--- config.mk ---
export PLATFORM = sky130hd
export DESIGN_NAME = pfd_steer
export DESIGN_NICKNAME = d
export VERILOG_FILES = /design/src/rtl/pfd_steer_pkg.sv /design/src/rtl/pfd_edge_sync.sv /design/src/rtl/pfd_detector.sv /design/src/rtl/pfd_lock_filter.sv /design/src/rtl/pfd_out_stage.sv /design/src/rtl/pfd_steer.sv
export SDC_FILE = /design/constraint.sdc
export NUM_CORES = 1
export LEC_CHECK = 0
export ABC_CLOCK_PERIOD_IN_PS = 1600
export BUFFER_PORTS_ARGS = -buffer_cell sky130_fd_sc_hd__buf_2
export CORE_ASPECT_RATIO = 1.2
export CORE_MARGIN = 2
export CORE_UTILIZATION = 34
export CTS_CLUSTER_DIAMETER = 30
export DETAILED_ROUTE_END_ITERATION = 10
export PLACE_DENSITY = 0.58
export RECOVER_POWER = 50
export SYNTH_ARGS = -nofsm -noshare
export SYNTH_HDL_FRONTEND = slang
export SYNTH_SLANG_ARGS = --single-unit
--- constraint.sdc ---
create_clock -name clk -period 1.6 [get_ports clk]
set_input_delay 0.16 -clock clk [delete_from_list [all_inputs] [get_ports clk]]
set_output_delay 0.16 -clock clk [all_outputs]
set_load 0.1 [all_outputs]
--- src/rtl/pfd_steer_pkg.sv ---
package pfd_steer_pkg;

    // Pump command: {enable, direction}
    typedef enum logic [1:0] {
        PUMP_IDLE   = 2'b00,
        PUMP_SINK   = 2'b10,
        PUMP_SOURCE = 2'b11
    } pump_t;

    typedef enum logic [1:0] {
        DET_IDLE    = 2'b00,
        DET_UP_LEAD = 2'b01,
        DET_DN_LEAD = 2'b10,
        DET_OVERLAP = 2'b11
    } det_state_t;

    typedef enum logic {
        LK_HUNT   = 1'b0,
        LK_LOCKED = 1'b1
    } lock_state_t;

endpackage

--- src/rtl/pfd_edge_sync.sv ---
module pfd_edge_sync #(
    parameter int SYNC_STAGES = 2
) (
    input  logic clk,
    input  logic rst_n,
    input  logic din,
    output logic rise
);
    localparam int TAPS = SYNC_STAGES + 1;

    logic [TAPS-1:0] chain;

    always_ff @(posedge clk or negedge rst_n) begin
        if (!rst_n) begin
            chain <= '0;
        end else begin
            chain <= {chain[TAPS-2:0], din};
        end
    end

    // newest synchronised sample high, one older still low
    assign rise = chain[TAPS-2] & ~chain[TAPS-1];

endmodule

--- src/rtl/pfd_detector.sv ---
module pfd_detector
    import pfd_steer_pkg::*;
#(
    parameter int RST_DLY = 2,
    parameter int PW_W    = 8
) (
    input  logic            clk,
    input  logic            rst_n,
    input  logic            fc_rise,
    input  logic            fp_rise,
    input  logic [PW_W-1:0] pulse_limit,
    output logic            up_act,
    output logic            dn_act,
    output logic            cmp_done,
    output logic            too_wide
);
    localparam int DLY_W = (RST_DLY < 2) ? 1 : $clog2(RST_DLY);
    localparam logic [DLY_W-1:0] DLY_LAST = DLY_W'(RST_DLY - 1);
    localparam int LEAD_W = PW_W + 1;
    localparam logic [LEAD_W-1:0] LEAD_MAX = '1;

    det_state_t        state, state_n;
    logic [DLY_W-1:0]  dly_cnt;
    logic [LEAD_W-1:0] lead_cnt;
    logic              in_lead;
    logic              dly_done;

    assign in_lead  = (state == DET_UP_LEAD) || (state == DET_DN_LEAD);
    assign dly_done = (state == DET_OVERLAP) && (dly_cnt == DLY_LAST);

    // state register
    always_ff @(posedge clk or negedge rst_n) begin
        if (!rst_n) begin
            state <= DET_IDLE;
        end else begin
            state <= state_n;
        end
    end

    // next-state logic
    always_comb begin
        state_n = state;
        unique case (state)
            DET_IDLE: begin
                if (fc_rise && fp_rise) state_n = DET_OVERLAP;
                else if (fc_rise)       state_n = DET_UP_LEAD;
                else if (fp_rise)       state_n = DET_DN_LEAD;
            end
            DET_UP_LEAD: if (fp_rise) state_n = DET_OVERLAP;
            DET_DN_LEAD: if (fc_rise) state_n = DET_OVERLAP;
            DET_OVERLAP: if (dly_done) state_n = DET_IDLE;
        endcase
    end

    // overlap delay and lead-width counters
    always_ff @(posedge clk or negedge rst_n) begin
        if (!rst_n) begin
            dly_cnt  <= '0;
            lead_cnt <= '0;
        end else begin
            dly_cnt <= (state == DET_OVERLAP) ? dly_cnt + 1'b1 : '0;
            if (!in_lead) begin
                lead_cnt <= '0;
            end else if (lead_cnt != LEAD_MAX) begin
                lead_cnt <= lead_cnt + 1'b1;
            end
        end
    end

    // outputs
    always_comb begin
        up_act   = (state == DET_UP_LEAD) || (state == DET_OVERLAP);
        dn_act   = (state == DET_DN_LEAD) || (state == DET_OVERLAP);
        cmp_done = dly_done;
        too_wide = in_lead && (lead_cnt >= {1'b0, pulse_limit});
    end

endmodule

--- src/rtl/pfd_lock_filter.sv ---
module pfd_lock_filter
    import pfd_steer_pkg::*;
#(
    parameter int LOCK_CYCLES = 4
) (
    input  logic clk,
    input  logic rst_n,
    input  logic cmp_done,
    input  logic too_wide,
    output logic locked
);
    localparam int CNT_W = $clog2(LOCK_CYCLES + 1);
    localparam logic [CNT_W-1:0] CNT_LAST = CNT_W'(LOCK_CYCLES - 1);
    localparam logic [CNT_W-1:0] CNT_FULL = CNT_W'(LOCK_CYCLES);

    lock_state_t      state, state_n;
    logic [CNT_W-1:0] cnt, cnt_n;
    logic             wide_seen, wide_seen_n;
    logic             clean_done;

    assign clean_done = cmp_done && !wide_seen;

    // state register
    always_ff @(posedge clk or negedge rst_n) begin
        if (!rst_n) begin
            state     <= LK_HUNT;
            cnt       <= '0;
            wide_seen <= 1'b0;
        end else begin
            state     <= state_n;
            cnt       <= cnt_n;
            wide_seen <= wide_seen_n;
        end
    end

    // next-state logic
    always_comb begin
        state_n     = state;
        cnt_n       = cnt;
        wide_seen_n = too_wide ? 1'b1 : (cmp_done ? 1'b0 : wide_seen);
        unique case (state)
            LK_HUNT: begin
                if (too_wide) begin
                    cnt_n = '0;
                end else if (clean_done) begin
                    if (cnt == CNT_LAST) begin
                        cnt_n   = CNT_FULL;
                        state_n = LK_LOCKED;
                    end else begin
                        cnt_n = cnt + 1'b1;
                    end
                end
            end
            LK_LOCKED: begin
                if (too_wide) begin
                    cnt_n   = '0;
                    state_n = LK_HUNT;
                end
            end
        endcase
    end

    // output
    always_comb begin
        locked = (state == LK_LOCKED);
    end

endmodule

--- src/rtl/pfd_out_stage.sv ---
module pfd_out_stage
    import pfd_steer_pkg::*;
(
    input  logic       pump_sel,
    input  logic       up_act,
    input  logic       dn_act,
    input  logic       locked,
    output logic       up_n,
    output logic       dn_n,
    output logic       pump_oe,
    output logic [1:0] pump_drive,
    output logic       phase_err,
    output logic       ld_pull_low
);
    logic  up_pulse_n;
    logic  dn_pulse_n;
    pump_t cmd;

    assign up_pulse_n = ~up_act;
    assign dn_pulse_n = ~dn_act;

    always_comb begin
        if (!pump_sel)              cmd = PUMP_IDLE;
        else if (up_act && !dn_act) cmd = PUMP_SOURCE;
        else if (dn_act && !up_act) cmd = PUMP_SINK;
        else                        cmd = PUMP_IDLE;
    end

    always_comb begin
        up_n        = pump_sel ? 1'b0 : up_pulse_n;
        dn_n        = pump_sel ? 1'b0 : dn_pulse_n;
        pump_oe     = pump_sel;
        pump_drive  = cmd;
        phase_err   = ~(up_pulse_n & dn_pulse_n);
        ld_pull_low = ~locked;
    end

endmodule

--- src/rtl/pfd_steer.sv ---
module pfd_steer
    import pfd_steer_pkg::*;
#(
    parameter int SYNC_STAGES = 2,
    parameter int RST_DLY     = 2,
    parameter int PW_W        = 8,
    parameter int LOCK_CYCLES = 4
) (
    input  logic            clk,
    input  logic            rst_n,
    input  logic            fc_in,
    input  logic            fp_in,
    input  logic            pump_sel,
    input  logic [PW_W-1:0] pulse_limit,
    output logic            up_n,
    output logic            dn_n,
    output logic            pump_oe,
    output logic [1:0]      pump_drive,
    output logic            phase_err,
    output logic            ld_pull_low
);
    localparam int N_CH = 2;

    logic [N_CH-1:0] raw_in;
    logic [N_CH-1:0] rise;
    logic            up_act, dn_act;
    logic            cmp_done, too_wide;
    logic            locked;

    assign raw_in = {fp_in, fc_in};

    for (genvar ch = 0; ch < N_CH; ch++) begin : g_sync
        pfd_edge_sync #(
            .SYNC_STAGES(SYNC_STAGES)
        ) i_sync (
            .clk  (clk),
            .rst_n(rst_n),
            .din  (raw_in[ch]),
            .rise (rise[ch])
        );
    end

    pfd_detector #(
        .RST_DLY(RST_DLY),
        .PW_W   (PW_W)
    ) i_det (
        .clk        (clk),
        .rst_n      (rst_n),
        .fc_rise    (rise[0]),
        .fp_rise    (rise[1]),
        .pulse_limit(pulse_limit),
        .up_act     (up_act),
        .dn_act     (dn_act),
        .cmp_done   (cmp_done),
        .too_wide   (too_wide)
    );

    pfd_lock_filter #(
        .LOCK_CYCLES(LOCK_CYCLES)
    ) i_lock (
        .clk     (clk),
        .rst_n   (rst_n),
        .cmp_done(cmp_done),
        .too_wide(too_wide),
        .locked  (locked)
    );

    pfd_out_stage i_out (
        .pump_sel   (pump_sel),
        .up_act     (up_act),
        .dn_act     (dn_act),
        .locked     (locked),
        .up_n       (up_n),
        .dn_n       (dn_n),
        .pump_oe    (pump_oe),
        .pump_drive (pump_drive),
        .phase_err  (phase_err),
        .ld_pull_low(ld_pull_low)
    );

endmodule

## Word-level counts from Yosys, hierarchy flattened

Cells that the tools add are included.

| word-level totals | value |
|---|---|
| bits in registers | 23 |
| bits of input ports | 13 |

| operators by class | value |
|---|---|
| $add $sub $neg | 3 |
| magnitude comparators | 1 |
| equal/unequal tests | 12 |
| mux-type cells | 27 |
| bitwise gates (word level) | 9 |
| reduce and logical (&&, ||, !) cells | 16 |

Operators with widths:

| kind | count |
|---|---|
| two-way mux 2 bit | 9 |
| two-way mux 9 bit | 2 |
| two-way mux 3 bit | 4 |
| adder 9 x 1 -> 9 bit, second input constant | 1 |
| greater-or-equal comparator 9 x 8 -> 1 bit | 1 |
| two-way mux 1 bit | 9 |
| inequality test 9 bit, second input constant | 1 |
| inequality test 2 x 1 -> 1 bit, second input constant | 4 |
| one-hot mux 2 bit (4 select lines) | 1 |
| logical AND 1 bit | 6 |
| NOT 1 bit | 6 |
| one-hot mux 3 bit (2 select lines) | 1 |
| == test 2 bit, second input constant | 2 |
| inequality test 4 x 1 -> 1 bit, second input constant | 1 |
| AND reduction 4 bit | 1 |
| adder 3 x 1 -> 3 bit, second input constant | 1 |
| AND 1 bit | 3 |
| == test 3 x 2 -> 1 bit, second input constant | 1 |
| logical NOT 1 bit | 3 |
| logical OR 1 bit | 3 |
| inequality test 3 x 1 -> 1 bit, second input constant | 1 |
| == test 2 x 1 -> 1 bit, second input constant | 1 |
| logical NOT 2 bit | 1 |
| inequality test 2 bit, second input constant | 1 |
| 4 further kinds | 4 |

## Longest topological paths before layout

Gate-level depths: netlist (run 1).

| logic depth | value |
|---|---|
| depth after elaboration | 7 |
| depth in mapped cells | 9 |
| depth with buffers taken out | 8 |

## Modules after synthesis

Synthesis (run 1) repeated with hierarchy kept, for this count alone.

| unflattened totals | value |
|---|---|
| cell total of the unflattened synthesis | 137 |
| area total of the unflattened synthesis | 1,432.6 um2 |

Modules (own cells, without submodules):

| module | times used | cells each | area each (um2) | seq. area each (um2) |
|---|---|---|---|---|
| pfd_detector | 1 | 95 | 920.9 | 300.3 |
| pfd_lock_filter | 1 | 23 | 266.5 | 125.1 |
| pfd_edge_sync | 2 | 4 | 88.8 | 75.1 |
| pfd_out_stage | 1 | 11 | 67.6 | 0.0 |

## Worst setup path after synthesis (run 1)

Ideal clock, no wire load.

| timing path | value |
|---|---|
| path kind | register to output |
| start | reg i_det.state[0] |
| end | out dn_n |
| data arrival time | 2.723 ns |
| required time | 1.440 ns |
| slack | -1.283 ns |
| cell stages (with the launch flop) | 3 |
| buffers on the path | 0 |
| cell sequence | dfrtp_1 -> ha_1 -> nor3_1 |

| between the ends | value |
|---|---|
| cells in the longest elaborated chain, start to end | 4 |
| elaborated cells on any way between the ends | 5 |
| classes of those cells | 2 x eq/ne; 1 x mux; 1 x bitwise; 1 x reduce/logical |

Ends and longest elaborated chain:

| what | line | source |
|---|---|---|
| from (decl) | pfd_detector.sv:22 | `det_state_t state, state_n;` |
| from (signal assigned) | pfd_detector.sv:36 | `state <= state_n;` |
| == test 2 bit | pfd_detector.sv:73 | `dn_act = (state == DET_DN_LEAD) \|\| (state == DET_OVERLAP);` |
| logical OR 1 bit (*) | pfd_detector.sv:73 |  |
| NOT 1 bit (*) | pfd_out_stage.sv:20 | `assign dn_pulse_n = ~dn_act;` |
| two-way mux 1 bit (*) | pfd_out_stage.sv:31 | `dn_n = pump_sel ? 1'b0 : dn_pulse_n;` |
| to (decl) | pfd_steer.sv:16 | `output logic dn_n,` |

Mark *: on every way between the ends. The rest lies on a longest branch, timed or not.

## Worst setup path after layout (run 1)

| timing path | value |
|---|---|
| start | reg i_det.lead_cnt[6] |
| end | reg i_lock.wide_seen |

| between the ends | value |
|---|---|
| cells in the longest elaborated chain, start to end | 3 |
| elaborated cells on any way between the ends | 4 |
| classes of those cells | 1 x order compare; 1 x mux; 2 x reduce/logical |

Ends and longest elaborated chain:

| what | line | source |
|---|---|---|
| from (decl) | pfd_detector.sv:24 | `logic [LEAD_W-1:0] lead_cnt;` |
| from (signal assigned) | pfd_detector.sv:65 | `lead_cnt <= lead_cnt + 1'b1;` |
| greater-or-equal comparator 9 x 8 -> 1 bit (*) | pfd_detector.sv:75 | `too_wide = in_lead && (lead_cnt >= {1'b0, pulse_limit});` |
| logical AND 1 bit (*) | pfd_detector.sv:75 |  |
| two-way mux 1 bit or nonzero test 2 bit (tied branches) | - |  |
| to (signal assigned) | pfd_lock_filter.sv:32 | `wide_seen <= wide_seen_n;` |
| to (decl) | pfd_lock_filter.sv:18 | `logic wide_seen, wide_seen_n;` |

Marked as above.
A chain may end at the register's enable or synchronous reset.

==> qor.yml, run 1 <==
slew_violations: 0
dr.max_layer_used: "met4"
utilization: 0.502
yosys.area_share.simple: 0.152
synth_nets: 158
grt_pass1_wl_mm: 4.24
drtPass1Iterations: 4
fin_nets: 201
clk_latency_ns: 0.27
initialDrtViolationCount: 13
crit_fanout: 5
violations: "negative setup slack"
synth_cells: 128
ir_drop_mv: 0.635
cp_slowest_stage_delay_ns: 0.42
synth-edff-count: 0
core-area_um2: 3690
fp.dieH_um: 72.3
period_needed_ns: 1.60
grt_pass1_vias: 1009
slew_headroom: 0.620
syn_to_final_growth_pct: 40.3
die_w_um: 60.9
synth_xor_area_frac: 0.0464
endpoint_kind: "flip-flop"
reg2reg_depth: 5
synthFlopType: "dfrtp_1"
synth_fa_ha_area_frac: 0.161
critPathArrivalTime_ns: 1.77
worstSetupStartpoint: "i_det.lead_cnt[6]"
tightest_slew_ns: 0.570
final_common_cell: "dfrtp_1"
cp_top_family: "compound AO/OA/AOI/OAI gates"
synth_cell_types: 28
synth_compound_area_frac: 0.0985
io_buffer_count: 19
power_density_nw_per_um2: 1650
drv_cap: 0
cts_inserted_buffers: 3
worstPathRequired_ns: 1.76
start_util: 0.358
yosys_register_bits: 23
wl_met2_mm: 1.33
wl_met3_um: 60
syn_avg_cell_area_um2: 10.3
cts.sink_count: 23
async_reset_ff_frac: 1.00
clockBufferDepth: 2
wire_per_inst_um: 12.1
final_cell_mix: "dfrtp_1, buf_4, buf_2"
dp.cells: 206
post-dp-hpwl_mm: 1.96
r2r-end: "i_lock.wide_seen"
fp-row-count: 24
cp-start-kind: "flip-flop"
wl_mm: 2.70
hold_path.class: "reg2reg"
regToRegStartpoint: "i_det.lead_cnt[6]"
worstPathCellList: "ha_4 > a21o_1 > a211oi_4 > o211ai_2 > a22o_1"
cp_slowest_cell: "dfrtp_1"
die-area_um2: 4400
path_depth: 5
post-route-period-util: 1.00
criticalPathCategory: "reg2reg"
finalPower_mw: 3.07
met1_length_mm: 1.28
grt_setup_unrepaired: "true"
cellLeakagePower_nw: 0.907
critPathCapture: "i_lock.wide_seen"
ys_seq_area_frac: 0.436
synth.cell_area_um2: 1320
hp-start: "g_sync[0].i_sync.chain[0]"
hold_viol_final: 0
vias: 1001
fmax_mhz: 623
synthMuxAreaShare: 0.0549
grt.total_usage: 0.126
antenna_cells: 0
antenna_left: 0
finalSetupViolations: 1
antenna_found_initial: 0
clkTransAtPathRegs_ns: 0.09
grt-ovfl-total: 0
place_ws_ns: -0.0584
cts_tree: "done"
rrSetupSlack_ns: -0.005
htree_levels: 1
critPathBufInv: 0
fin_cells: 222
fin_worst_skew_ns: 0.00567
post_drt_via_cell_ratio: 4.51
final.setup.worst_slack_ns: -0.00486
io_pins: 20
status: "complete, but fails checks"
synth_top_family_by_area: "adder cells"
ys_warn_count: 0
cts-root-buf: "clkbuf_8"
drive_gt1_frac: 0.376
gp_congestion: 0.750
drc: 0
grt_max_degree: 24
[synth_stat cells (all sizes together) (4+ instances only)]
cell / instances / area share
nand3: 5 / 0.019
mux2i: 5 / 0.038
a21oi: 10 / 0.041
inv: 14 / 0.040
xor2: 6 / 0.040
nor2: 12 / 0.034
dfrtp: 23 / 0.44
o21ai: 4 / 0.015
nand2: 4 / 0.011
and2: 4 / 0.019
ha: 17 / 0.16
nor2b: 4 / 0.019
[worst min-delay path by stage]
stage                                           end  slack (ns)  cells after the start
after CTS                 g_sync[0].i_sync.chain[1]        0.36                      0
after detailed placement              i_lock.cnt[2]        0.17                      1
after global routing      g_sync[0].i_sync.chain[1]        0.37                      0
after global placement                i_lock.cnt[2]        0.17                      1
after floorplan           g_sync[0].i_sync.chain[0]       -0.14                      0
final                     g_sync[0].i_sync.chain[1]        0.35                      0
[through the flow]
stage          TNS (ns)  area [um2]  hold WS, ns
6_report       -0.00486        1850        0.355
5_1_grt          -0.534        1850        0.365
4_1_cts         -0.0708        1760        0.357
3_5_place_dp    -0.0714        1640        0.170
3_3_place_gp          0        1640        0.166
2_1_floorplan   -0.0117        1350       -0.136
[worst reg2reg max path, cell delays in order, from the launching register on]
cell	delay, ns
dfrtp_1	0.42
ha_4	0.22
a21o_1	0.18
a211oi_4	0.28
o211ai_2	0.18
a22o_1	0.23
[sequential cells by signal, indices dropped and copies added, names as in the netlist]
register,count
g_sync.i_sync.chain,6
i_det.dly_cnt,1
i_det.lead_cnt,9
i_det.state,2
i_lock.cnt,3
i_lock.locked,1
i_lock.wide_seen,1
[cell families (layout without fill, tap and decap cells)]
group,after synthesis,count (layout)
flops,23,23
mux,7,7
simple gates,38,38
compound gates,19,19
buf+inv,17,59
xor+xnor,7,7
fa+ha+maj,17,17
[cell type report]
cell class	count	area, um2
Clock buffer	3	41.3
Clock inverter	1	5.00
Fill cell	342	1840
Inverter	14	52.6
Multi-Input combinational cell	88	764
Sequential cell	23	576
Tap cell	52	65.1
Timing Repair Buffer	41	350
[timing repair]
action                                  in CTS  in global routing
gates cloned                                 0                  0
pin swaps                                    3                 10
resized for setup                            5                 10
setup buffers                                2                  8
endpoints found under the setup margin       9                 12
hold buffers                                 3                  0
hold endpoints to repair                    25                  0
[per-layer routing]
layer,global-route usage,vias to the layer above
met5,0,-
met4,0.0507,0
met3,0.0214,2
met2,0.216,15
met1,0.155,469
li1,-,515
[power by group]
group	total (mW)	internal, mW	switching, mW
combinational	1.88	0.776	1.10
sequential	0.812	0.714	0.0981
clock	0.374	0.174	0.200
(Power assumes the default switching activity.)
==> run 2: changes to the inputs <==
--- a/config.mk
+++ b/config.mk
@@ -5,6 +5,7 @@
 export SDC_FILE = /design/constraint.sdc
 export NUM_CORES = 1
 export LEC_CHECK = 0
+export ABC_AREA = 1
 export ABC_CLOCK_PERIOD_IN_PS = 1600
 export BUFFER_PORTS_ARGS = -buffer_cell sky130_fd_sc_hd__buf_2
 export CORE_ASPECT_RATIO = 1.2
==> run 2 against run 1 <==
Via count up 19%. Synthesized area rose by 7.2%. Fmax decreased by 0.73%. Synthesized cell count is 36% higher. Critical endpoint is now i_det.lead_cnt[6]. Clock power shrank 5.6%. First-iteration DRC count rose to 2.9 times the previous value. The run still ends with negative setup slack left. Combinational power increased by 18%. Critical path depth grew 5. Sequential share of layout area is 2.5 points lower. Total power is 9.8% higher. Clock-buffer cell count rose by 1.
==> qor.yml, run 2 <==
clk_latency_ns: 0.26  # about the same
r2r-end: "i_det.lead_cnt[6]"
tightest_slew_ns: 0.593  # +0.0233 ns
ir_drop_mv: 0.681  # +7.2%
min_to: "g_sync[0].i_sync.chain[1]"
drc: 0  # unchanged
top_regs: "i_det.lead_cnt x9, g_sync.i_sync.chain x6, i_lock.cnt x3"
rrSetupSlack_ns: -0.02  # about the same
clkTransAtPathRegs_ns: 0.08  # about the same
htree_levels: 1  # unchanged
place_ws_ns: -0.104  # -0.0460 ns
worstPathRequired_ns: 1.75  # about the same
syn_to_final_growth_pct: 42.7
die_w_um: 62.9  # +3.3%
largest_register: "i_det.lead_cnt"
vias: 1190  # +19%
drive_gt1_frac: 0.365  # -0.0112
async_reset_ff_frac: 1.00  # unchanged
io_pins: 20  # unchanged
hp-start: "g_sync[0].i_sync.chain[0]"
synth_top_area_cell: "dfrtp_1"
cts-root-buf: "clkbuf_8"
wire_per_inst_um: 9.94  # -18%
hold_path.class: "reg2reg"
grt-ovfl-total: 0  # unchanged
synth_area_leaders: "dfrtp_1, ha_1, nand2_1, inv_1, o21ai_0"
criticalPathCategory: "reg2reg"
antenna_cells: 0  # unchanged
final_common_cell: "nand2_1"
cts.sink_count: 23  # unchanged
crit_fanout: 4  # -1
fin_worst_skew_ns: 0.00516  # -0.000510 ns
io_buffer_count: 19  # unchanged
hold_viol_final: 0  # unchanged
postLayoutCellArea_um2: 2020  # +9.0%
violations: "negative setup slack"
slew_violations: 0  # unchanged
syn_avg_cell_area_um2: 8.14  # -21%
grt_setup_unrepaired: "true"
synth.most_common_cell: "nand2_1"
synth_cell_types: 26  # -7.1%
synth_nets: 204  # +29%
yosys_register_bits: 23  # unchanged
cts_inserted_buffers: 3  # unchanged
finalSetupViolations: 1  # unchanged
whs_path_depth: 0  # unchanged
grt_pass1_wl_mm: 4.66  # +10%
synthFlopType: "dfrtp_1"
fp-row-count: 25  # +4.2%
grt_pass1_vias: 1085  # +7.5%
grt.total_usage: 0.125  # -0.00185
fin_nets: 250  # +24%
synth.top_cell.area_share: 0.406  # -0.0292
seq_area_um2: 577  # +0.22%
fin_hold_ws_ns: 0.352  # -0.00280 ns
largest_register_ffs: 9  # unchanged
die-area_um2: 4700  # +6.8%
drtPass1Iterations: 4  # unchanged
antenna_left: 0  # unchanged
synth.cell_area_um2: 1420  # +7.2%
place_area_um2: 1750  # +6.4%
period_needed_ns: 1.62  # +0.0118 ns
status: "complete, but fails checks"
gp_congestion: 0.756  # +0.73%
power_density_nw_per_um2: 1670  # +0.72%
post_drt_via_cell_ratio: 4.36  # -3.3%
post-route-period-util: 1.01  # +0.00740
start_util: 0.357  # -0.00119
grt_max_degree: 24  # unchanged
fp.dieH_um: 74.7  # +3.3%
final_cell_mix: "nand2_1, inv_1, dfrtp_1"
post-dp-hpwl_mm: 1.93  # -1.5%
fillerInstances: 396  # +16%
fmax_mhz: 619  # -0.73%
wl_mm: 2.71  # +0.67%
clockBufferDepth: 2  # unchanged
ys_warn_count: 0  # unchanged
ys_seq_area_frac: 0.406  # -0.0292
drv_cap: 0  # unchanged
slew_headroom: 0.605  # -0.0156
synth-edff-count: 0  # unchanged
cts_tree: "done"
endpoint_kind: "flip-flop"
cellLeakagePower_nw: 1.05  # +16%
antenna_found_initial: 0  # unchanged
critPathArrivalTime_ns: 1.77  # about the same
utilization: 0.509  # +0.00663
synth_cells: 174  # +36%
final.setup.worst_slack_ns: -0.0167  # -0.0118 ns
yosys-top-cells-count: "nand2_1, inv_1, dfrtp_1, ha_1, o21ai_0"
initialDrtViolationCount: 38  # +25
finalPower_mw: 3.37  # +9.8%
cp-start-kind: "flip-flop"
multi_input_area_um2: 808  # +5.7%
reg2reg_depth: 10  # +5
regToRegStartpoint: "i_det.lead_cnt[0]"
core-area_um2: 3970  # +7.6%
## run 2: logic make-up after synthesis
kind of cell             Yosys count  share of synthesized area
buffers and inverters             42                      0.126
AND/OR/NAND/NOR                   69                      0.231
adder cells (fa/ha/maj)           17                      0.150
flip-flops                        23                      0.406
AO/OA/AOI/OAI                     23                     0.0866
## run 2: worst max-delay path by stage
stage,start,endpoint,slack [ns],cells past startpoint
finish,i_det.lead_cnt[0],i_det.lead_cnt[6],-0.02,10
global placement,i_det.lead_cnt[0],i_det.lead_cnt[4],-0.01,9
CTS,i_det.lead_cnt[0],i_det.lead_cnt[6],-0.02,10
detailed placement,i_det.lead_cnt[0],i_det.lead_cnt[6],-0.10,10
floorplan,i_det.state[0],pump_drive[1],-0.03,6
global route,i_det.lead_cnt[1],i_det.lead_cnt[6],-0.14,10
## run 2: worst max-delay path, stage by stage, from the launching register on
cell and delay (ns):
dfrtp_1 0.35, ha_2 0.19, nand3_2 0.08, nor4_2 0.15, ha_2 0.26, nand2_4 0.07, and3_4 0.16, nand2_4 0.07
nor2_2 0.03, o21ai_1 0.10, nor2_1 0.04
## run 2: metrics by stage
step | TNS [ns] | cells
6_report | -0.0167 | 273
5_1_grt | -0.488 | 273
4_1_cts | -0.0162 | 268
3_5_place_dp | -0.202 | 258
3_3_place_gp | -0.0232 | 258
2_1_floorplan | -0.0895 | 174
## run 2: metal layers
metal,share of wire,vias to the layer above,global-route usage,routed length (um)
li1,-,635,-,-
met1,0.47,537,0.161,1280
met2,0.50,16,0.215,1340
met3,0.025,2,0.0194,67
met4,0.0096,0,0.0444,26
met5,0,-,0,0
## run 2: timing repair
item / in CTS / in global routing
pin swaps: 1 / 9
hold endpoints to repair: 25 / 0
buffers inserted: 3 / 5
hold buffers: 3 / 0
endpoints found under the setup margin: 7 / 15
cloned: 0 / 0
gates resized for setup: 8 / 20
## run 2: power by group
group	internal [mW]	switching [mW]
Combinational	0.916	1.30
Sequential	0.712	0.0842
Clock	0.177	0.176
## run 2: area by class of cell
| class | instances | share of cell area |
|---|---|---|
| Sequential cell | 23 | 0.285 |
| Multi-Input combinational cell | 109 | 0.400 |
| Clock buffer | 4 | 0.0223 |
| Inverter | 39 | 0.0743 |
| Tap cell | 54 | 0.0334 |
| Timing Repair Buffer | 44 | 0.185 |
